==> config.mk <==
export PLATFORM = sky130hd
export DESIGN_NAME = keypad_scanner
export DESIGN_NICKNAME = d
export VERILOG_FILES = /design/src/rtl/kps_pkg.sv /design/src/rtl/kps_sync.sv /design/src/rtl/kps_col_pick.sv /design/src/rtl/kps_ctrl.sv /design/src/rtl/keypad_scanner.sv
export SDC_FILE = /design/constraint.sdc
export NUM_CORES = 1
export LEC_CHECK = 0
export CAP_MARGIN = 5
export CORE_UTILIZATION = 59
export CTS_CLUSTER_SIZE = 14
export DETAILED_ROUTE_END_ITERATION = 6
export GPL_TIMING_DRIVEN = 0
export PLACE_DENSITY = 0.76
export SETUP_SLACK_MARGIN = 0.15
export SLEW_MARGIN = 20
export SYNTH_ARGS = -nofsm -noshare
export SYNTH_HDL_FRONTEND = slang
export SYNTH_SLANG_ARGS = --single-unit
==> constraint.sdc <==
create_clock -name clk -period 2.73 [get_ports clk]
set_input_delay 0.6825 -clock clk [delete_from_list [all_inputs] [get_ports clk]]
set_output_delay 0.6825 -clock clk [all_outputs]
set_load 0.05 [all_outputs]
==> src/rtl/kps_pkg.sv <==
package kps_pkg;
  typedef enum logic [1:0] {
    ST_SCAN    = 2'd0,
    ST_CONFIRM = 2'd1,
    ST_HOLDOFF = 2'd2
  } kps_state_e;
endpackage

==> src/rtl/kps_sync.sv <==
module kps_sync #(
  parameter int WIDTH = 4
) (
  input  logic             clk,
  input  logic             rst_n,
  input  logic [WIDTH-1:0] d,
  output logic [WIDTH-1:0] q
);
  logic [WIDTH-1:0] stage1_q;
  logic [WIDTH-1:0] stage2_q;

  // Idle level of a pulled-up column is high, so both stages reset to ones.
  for (genvar i = 0; i < WIDTH; i++) begin : g_bit
    always_ff @(posedge clk or negedge rst_n) begin
      if (!rst_n) begin
        stage1_q[i] <= 1'b1;
        stage2_q[i] <= 1'b1;
      end else begin
        stage1_q[i] <= d[i];
        stage2_q[i] <= stage1_q[i];
      end
    end
  end

  assign q = stage2_q;
endmodule

==> src/rtl/kps_col_pick.sv <==
module kps_col_pick #(
  parameter int COLS = 4,
  localparam int CW = (COLS > 1) ? $clog2(COLS) : 1
) (
  input  logic [COLS-1:0] col_n,
  output logic            any_low,
  output logic [CW-1:0]   idx
);
  // Lowest-numbered low column wins: the loop runs downward and the last hit stays.
  always_comb begin
    any_low = ~&col_n;
    idx     = '0;
    for (int i = COLS - 1; i >= 0; i--) begin
      if (!col_n[i]) idx = CW'(i);
    end
  end
endmodule

==> src/rtl/kps_ctrl.sv <==
module kps_ctrl
  import kps_pkg::*;
#(
  parameter int ROWS            = 4,
  parameter int COLS            = 4,
  parameter int DWELL_CYCLES    = 50,
  parameter int DEBOUNCE_CYCLES = 250000,
  localparam int RW  = (ROWS > 1) ? $clog2(ROWS) : 1,
  localparam int CW  = (COLS > 1) ? $clog2(COLS) : 1,
  localparam int KW  = (ROWS * COLS > 1) ? $clog2(ROWS * COLS) : 1
) (
  input  logic            clk,
  input  logic            rst_n,
  input  logic [COLS-1:0] col_s,
  input  logic            pick_any,
  input  logic [CW-1:0]   pick_idx,
  output logic [ROWS-1:0] row_n,
  output logic            key_valid,
  output logic [KW-1:0]   key_code
);
  localparam int DWW = (DWELL_CYCLES > 1) ? $clog2(DWELL_CYCLES) : 1;
  localparam int DBW = (DEBOUNCE_CYCLES > 1) ? $clog2(DEBOUNCE_CYCLES) : 1;
  localparam logic [DWW-1:0] DWELL_LAST = DWW'(DWELL_CYCLES - 1);
  localparam logic [DBW-1:0] DEB_LAST   = DBW'(DEBOUNCE_CYCLES - 1);
  localparam logic [RW-1:0]  ROW_LAST   = RW'(ROWS - 1);

  kps_state_e     state_q, state_d;
  logic [RW-1:0]  row_q, row_d, row_next;
  logic [DWW-1:0] dwell_q, dwell_d;
  logic [DBW-1:0] cnt_q, cnt_d;
  logic [CW-1:0]  col_q, col_d;
  logic           valid_q, valid_d;
  logic [KW-1:0]  code_q, code_d;
  logic           code_en;

  assign row_next = (row_q == ROW_LAST) ? '0 : row_q + 1'b1;

  always_comb begin
    state_d = state_q;
    row_d   = row_q;
    dwell_d = dwell_q;
    cnt_d   = cnt_q;
    col_d   = col_q;
    valid_d = 1'b0;
    unique case (state_q)
      ST_SCAN: begin
        if (dwell_q == DWELL_LAST) begin
          dwell_d = '0;
          if (pick_any) begin
            state_d = ST_CONFIRM;
            col_d   = pick_idx;
            cnt_d   = '0;
          end else begin
            row_d = row_next;
          end
        end else begin
          dwell_d = dwell_q + 1'b1;
        end
      end
      ST_CONFIRM: begin
        if (!col_s[col_q]) begin
          if (cnt_q == DEB_LAST) begin
            valid_d = 1'b1;
            state_d = ST_HOLDOFF;
            cnt_d   = '0;
          end else begin
            cnt_d = cnt_q + 1'b1;
          end
        end else begin
          state_d = ST_SCAN;
          row_d   = row_next;
          dwell_d = '0;
        end
      end
      ST_HOLDOFF: begin
        if (&col_s) begin
          if (cnt_q == DEB_LAST) begin
            state_d = ST_SCAN;
            row_d   = '0;
            dwell_d = '0;
            cnt_d   = '0;
          end else begin
            cnt_d = cnt_q + 1'b1;
          end
        end else begin
          cnt_d = '0;
        end
      end
      default: begin
        state_d = ST_SCAN;
        row_d   = '0;
        dwell_d = '0;
        cnt_d   = '0;
      end
    endcase
  end

  assign code_en = valid_d;
  assign code_d  = KW'(row_q) * KW'(COLS) + KW'(col_q);

  always_ff @(posedge clk or negedge rst_n) begin
    if (!rst_n) begin
      state_q <= ST_SCAN;
      row_q   <= '0;
      dwell_q <= '0;
      cnt_q   <= '0;
      col_q   <= '0;
      valid_q <= 1'b0;
    end else begin
      state_q <= state_d;
      row_q   <= row_d;
      dwell_q <= dwell_d;
      cnt_q   <= cnt_d;
      col_q   <= col_d;
      valid_q <= valid_d;
    end
  end

  always_ff @(posedge clk or negedge rst_n) begin
    if (!rst_n) begin
      code_q <= '0;
    end else if (code_en) begin
      code_q <= code_d;
    end
  end

  // Row decoder: the selected row is low, and every row is low during hold-off.
  for (genvar r = 0; r < ROWS; r++) begin : g_row
    assign row_n[r] = ~((state_q == ST_HOLDOFF) | (row_q == RW'(r)));
  end

  assign key_valid = valid_q;
  assign key_code  = code_q;
endmodule

==> src/rtl/keypad_scanner.sv <==
module keypad_scanner #(
  parameter int ROWS            = 4,
  parameter int COLS            = 4,
  parameter int DWELL_CYCLES    = 50,
  parameter int DEBOUNCE_CYCLES = 250000
) (
  input  logic                           clk,
  input  logic                           rst_n,
  input  logic [COLS-1:0]                col_in,
  output logic [ROWS-1:0]                row_out_n,
  output logic                           key_valid,
  output logic [$clog2(ROWS*COLS)-1:0]   key_code
);
  localparam int CW = (COLS > 1) ? $clog2(COLS) : 1;

  logic [COLS-1:0] col_s;
  logic            pick_any;
  logic [CW-1:0]   pick_idx;

  kps_sync #(.WIDTH(COLS)) u_sync (
    .clk  (clk),
    .rst_n(rst_n),
    .d    (col_in),
    .q    (col_s)
  );

  kps_col_pick #(.COLS(COLS)) u_pick (
    .col_n  (col_s),
    .any_low(pick_any),
    .idx    (pick_idx)
  );

  kps_ctrl #(
    .ROWS           (ROWS),
    .COLS           (COLS),
    .DWELL_CYCLES   (DWELL_CYCLES),
    .DEBOUNCE_CYCLES(DEBOUNCE_CYCLES)
  ) u_ctrl (
    .clk      (clk),
    .rst_n    (rst_n),
    .col_s    (col_s),
    .pick_any (pick_any),
    .pick_idx (pick_idx),
    .row_n    (row_out_n),
    .key_valid(key_valid),
    .key_code (key_code)
  );
endmodule

Word-level counts from Yosys, hierarchy flattened
Cells that the tools add are included.
- register bits: 43
- bits of input ports: 6
- output and inout port bits: 9
- add/sub/neg operators: 4
- $lt $le $gt $ge: 1
- equal/unequal tests: 15
- muxes and demuxes: 32
- bitwise gates (word level): 9
- reduce and logical (&&, ||, !) cells: 8
- operators with widths (cell ; number):
    $mux W18 ; 5
    $pmux W18 S3 ; 1
    $mux W2 ; 14
    $mux W6 ; 4
    $add A18 B1 Y18 const B ; 1
    $eq A18 B18 Y1 const B ; 1
    $pmux W6 S3 ; 1
    $pmux W2 S3 ; 2
    $ne A2 B1 Y1 const B ; 5
    $reduce_and A5 Y1 ; 2
    $reduce_and A3 Y1 ; 3
    $add A6 B1 Y6 const B ; 1
    $eq A2 B2 Y1 const B ; 3
    $eq A6 B6 Y1 const B ; 1
    $not A1 Y1 ; 5
    $add A4 B2 Y4 ; 1
    $eq A2 B1 Y1 const B ; 2
    $logic_not A2 Y1 ; 2
    $mux W1 ; 4
    $ne A2 B2 Y1 const B ; 2
    $or A1 B1 Y1 ; 4
    $reduce_and A4 Y1 ; 1
    $lt A2 B3 Y1 const B ; 1
    $ne A3 B1 Y1 const B ; 1
    2 further kinds ; 2

Depth between registers and ports, before layout
- word-level depth: 5
- gate-level depth with buffers: 9
- gate-level depth less buffers: 7

Modules after synthesis
A second synthesis with hierarchy kept.
- cells, all modules: 236
- area, all modules: 2393.5 µm²
- modules (own cells, without submodules) (module ; times used ; cells each ; area each (µm²) ; sequential area each (µm²)):
    kps_ctrl ; 1 ; 223 ; 2154.6 ; 875.8
    kps_sync ; 1 ; 8 ; 210.2 ; 210.2
    kps_col_pick ; 1 ; 5 ; 28.8 ; 0.0

Least setup slack after synthesis
OpenSTA, ideal clock, no wires.
- kind: reg2out
- start point: reg u_ctrl.state_q[0]
- end point: out row_out_n[2]
- arrival: 1417 ps
- required time: 2047 ps
- path slack: 630 ps
- cell stages (with the launch flop): 5
- buffers on the path: 1
- cells stage by stage: dfrtp_1 inv_1 ha_1 clkbuf_1 nor2_1
- longest elaborated chain between the ends: 3
- ends and longest elaborated chain (element ; line ; text):
    start, declared ; kps_ctrl.sv:27 ; kps_state_e state_q, state_d;
    start signal, assigned ; kps_ctrl.sv:110 ; state_q <= state_d;
    $eq A2 B2 Y1 ; kps_ctrl.sv:129 ; assign row_n[r] = ~((state_q == ST_HOLDOFF) | (row_q == RW'(r)));
    $or A1 B1 Y1 ; kps_ctrl.sv:129 ;
    $not A1 Y1 ; kps_ctrl.sv:129 ;
    end, declared ; keypad_scanner.sv:10 ; output logic [ROWS-1:0] row_out_n,
No other way between the ends.

Worst setup path in the final report
- start point: reg u_ctrl.state_q[0]
- end point: out row_out_n[1]
The elaborated chain is that of the path after synthesis.

==> flow_summary_export.csv <==
group,metric,value,unit
worst_hold_path,hp-class,"in2async",
route,dr.pass1.iters,4,
timing,fin_crit,2488,ps
placed_design,port_buffers,14,
clocking,cts_tree,"yes",
worst_setup_path,crit_required,2050,ps
worst_setup_path,worstSetupStartpoint,"u_ctrl.state_q[0]$_DFFE_PN0P_",
clocking,cts_hold_buf,0,
logic_synthesis,synthTopCellsByArea,"dfrtp_1 37%, dfstp_2 8.8%, o21ai_0 5.9%",
finish,drive_gt1_frac,0.1199,
route,drtIter0Drc,183,
logic_synthesis,syn_inst,244,
timing,rsz0062_at_grt,"no",
finish,fillerInstances,305,
timing,setup_tns,0,ps
clocking,clockBufferDepth,2,
worst_setup_path,worstPathArrival,1810,ps
route,vias,1937,
finish,layout.cells.non_filler,315,
finish,utilization,0.7210,
die,start_util,0.6321,
timing,tightest_slew,969.3,ps
logic_synthesis,avgSynthCellArea,9.769,um2
placed_design,place_inst,307,
global_route,grtUsageMet2,0.4046,
logic_synthesis,synth_nets,260,
global_route,first_global_vias,1824,
worst_setup_path,path_class,"reg2out",
timing,fin_crit_sh,0.9112,
worst_setup_path,regToRegStartpoint,"u_ctrl.cnt_q[0]$_DFFE_PN0P_",
logic_synthesis,synth_top_area_cell,"dfrtp_1",
clocking,numCtsBuffers,5,
logic_synthesis,ys_types,47,
finish,area_growth,14.07,%
clocking,clk_latency,310,ps
global_route,grt_use_met3,0.04167,
route,postRouteAntennaNets,0,
global_route,antenna_found_initial,0,
run_status,status,"completed",
logic_synthesis,yosys_warnings,0,
global_route,grt_max_degree,29,
global_route,grt-busiest-layer,"met2",
global_route,grt_overflow_total,0,
finish,layout_common_cells,"35 x dfrtp_1, 27 x o21ai_0, 21 x nand2_1, 19 x nor2_1, 10 x ha_1",
global_route,gr-usage-met1,0.3865,
timing,relSlewSlack,0.3470,
pwr,power_density,436.9,nW/um2
die,rows,22,
logic_synthesis,async_flop_share,1.000,
clocking,h-tree-depth,2,
timing,whs,283.3,ps
timing,slew_viol_final,0,
job,drv_cap,0,
timing,setup_viol,0,
timing,clock.fmax,402.0,MHz
route,via_per_inst,6.149,
placed_design,dp_hpwl,3.570,mm
route,wirelength,5.023,mm
worst_setup_path,path_max_fanout,9,
finish,final_common_cell,"dfrtp_1",
global_route,grtUsageTotal,0.2699,
clocking,path_clk_slew,90,ps
pwr,cellLeakagePower,1.194,nW
die,die_area,4298,um2
clocking,cts_sinks,43,
die,pin_count,15,
finish,nNetsFinal,282,
logic_synthesis,synth-seq-area-share,0.4556,
placed_design,gp_congestion,0.8318,
global_route,grt_pass1_wl,8.625,mm
clocking,ctsRootBufferMaster,"clkbuf_8",
worst_setup_path,critPathLaunchType,"register",
logic_synthesis,synth_edf_count,0,
finish,antenna_cells,0,
die,core,3771,um2
logic_synthesis,synthFlopType,"dfrtp_1",
pwr,vdd_drop_max,0.4537,mV
worst_setup_path,worstSetupEndpointType,"output pin",
timing,hold_violations,0,
route,wl_per_cell,15.95,um
logic_synthesis,yosys.area.top_type_share,0.3675,
die,die_w,65.56,um
timing,fin_skew,14.65,ps
route,drcViolationCount,0,
logic_synthesis,syn_area,2384,um2
clocking,cts_setup_buffers,0,
die,die_y,65.56,um
logic_synthesis,synth-seq-cells,43,
cell type report:
type | instances | area, um2 | area share
repair buffers | 15 | 151.4 | 0.05568
clock buffers | 5 | 68.82 | 0.02531
well taps | 48 | 60.06 | 0.02209
inverters | 9 | 33.78 | 0.01243
multi-input cells | 182 | 1226 | 0.4510
clock inverters | 3 | 43.79 | 0.01611
plain buffers | 10 | 48.80 | 0.01795
flip-flops and latches | 43 | 1086 | 0.3994
flip-flops by register name, indices dropped and copies added (netlist names):
| register | flops |
|---|---|
| u_sync.stage1_q | 4 |
| u_ctrl.key_valid | 1 |
| u_ctrl.col_q | 2 |
| u_ctrl.dwell_q | 6 |
| u_ctrl.state_q | 2 |
| u_sync.q | 4 |
| u_ctrl.row_q | 2 |
| u_ctrl.key_code | 4 |
| u_ctrl.cnt_q | 18 |
cells by family after synthesis:
group | share of synthesized area
multiplexers | 0.03674
AO/OA/AOI/OAI | 0.1911
AND/OR/NAND/NOR | 0.2294
adder cells (fa/ha/maj) | 0.05249
buffers and inverters | 0.03464
flip-flops | 0.4556
through the flow:
stage,total power [mW],worst slack (ps),cell area [um2]
6_report,1.188,242.4,2719
3_3_place_gp,0.6966,-126.5,2584
2_1_floorplan,0.6738,630.1,2384
3_5_place_dp,0.7008,259.8,2599
5_1_grt,1.228,157.6,2719
4_1_cts,1.203,190.7,2706
path summary, 6_finish.rpt:
check                                                 end  slack [ps]  cells past startpoint
max                                          row_out_n[1]         240                      5
min                           u_ctrl.row_q[0]$_DFFE_PN0P_         280                      1
max reg2reg                u_ctrl.key_code[1]$_DFFE_PN0P_         430                      6
min reg2reg                         u_sync.q[1]$_DFF_PN1_         360                      0
max in group asynchronous           u_sync.q[0]$_DFF_PN1_        1880                      2
min in group clk                    u_sync.q[1]$_DFF_PN1_         360                      0
power breakdown:
group	switching, mW	total [mW]	internal [mW]
combinational	0.0216	0.0356	0.0140
clock	0.228	0.500	0.272
sequential	0.00412	0.652	0.648
total	0.254	1.19	0.934
cell usage after synthesis (all sizes together) (3+ instances only):
| cell | number |
|---|---|
| nand4 | 7 |
| inv | 9 |
| dfrtp | 35 |
| nor4 | 4 |
| o21ai | 28 |
| nand2 | 21 |
| nor2b | 6 |
| dfstp | 8 |
| o31ai | 9 |
| nor4b | 5 |
| mux2 | 4 |
| ha | 10 |
| and3 | 7 |
| o41ai | 3 |
| a22o | 6 |
| a21o | 5 |
| buf | 4 |
| a2bb2oi | 4 |
| nor2 | 20 |
| nand3 | 7 |
| nor3 | 5 |
| and2 | 4 |
| clkbuf | 6 |
| a21oi | 4 |
timing repair:
item                       CTS  global route
gates resized for setup      4             4
setup endpoints to repair    4            12
pin swaps                    0             0
cloned                       0             0
worst max-delay path: stages (launching register included):
cell and delay [ps]:
dfrtp_1 380, inv_1 80, ha_1 190, clkbuf_1 190, nor2_1 140, clkdlybuf4s15_1 520
layer usage:
layer  up-vias  part of all wire
met5         -                 0
li1        953                 -
met1       917              0.48
met2        59              0.43
met3         8             0.066
met4         0             0.019
Note: power is estimated with default switching activity, not from simulation.
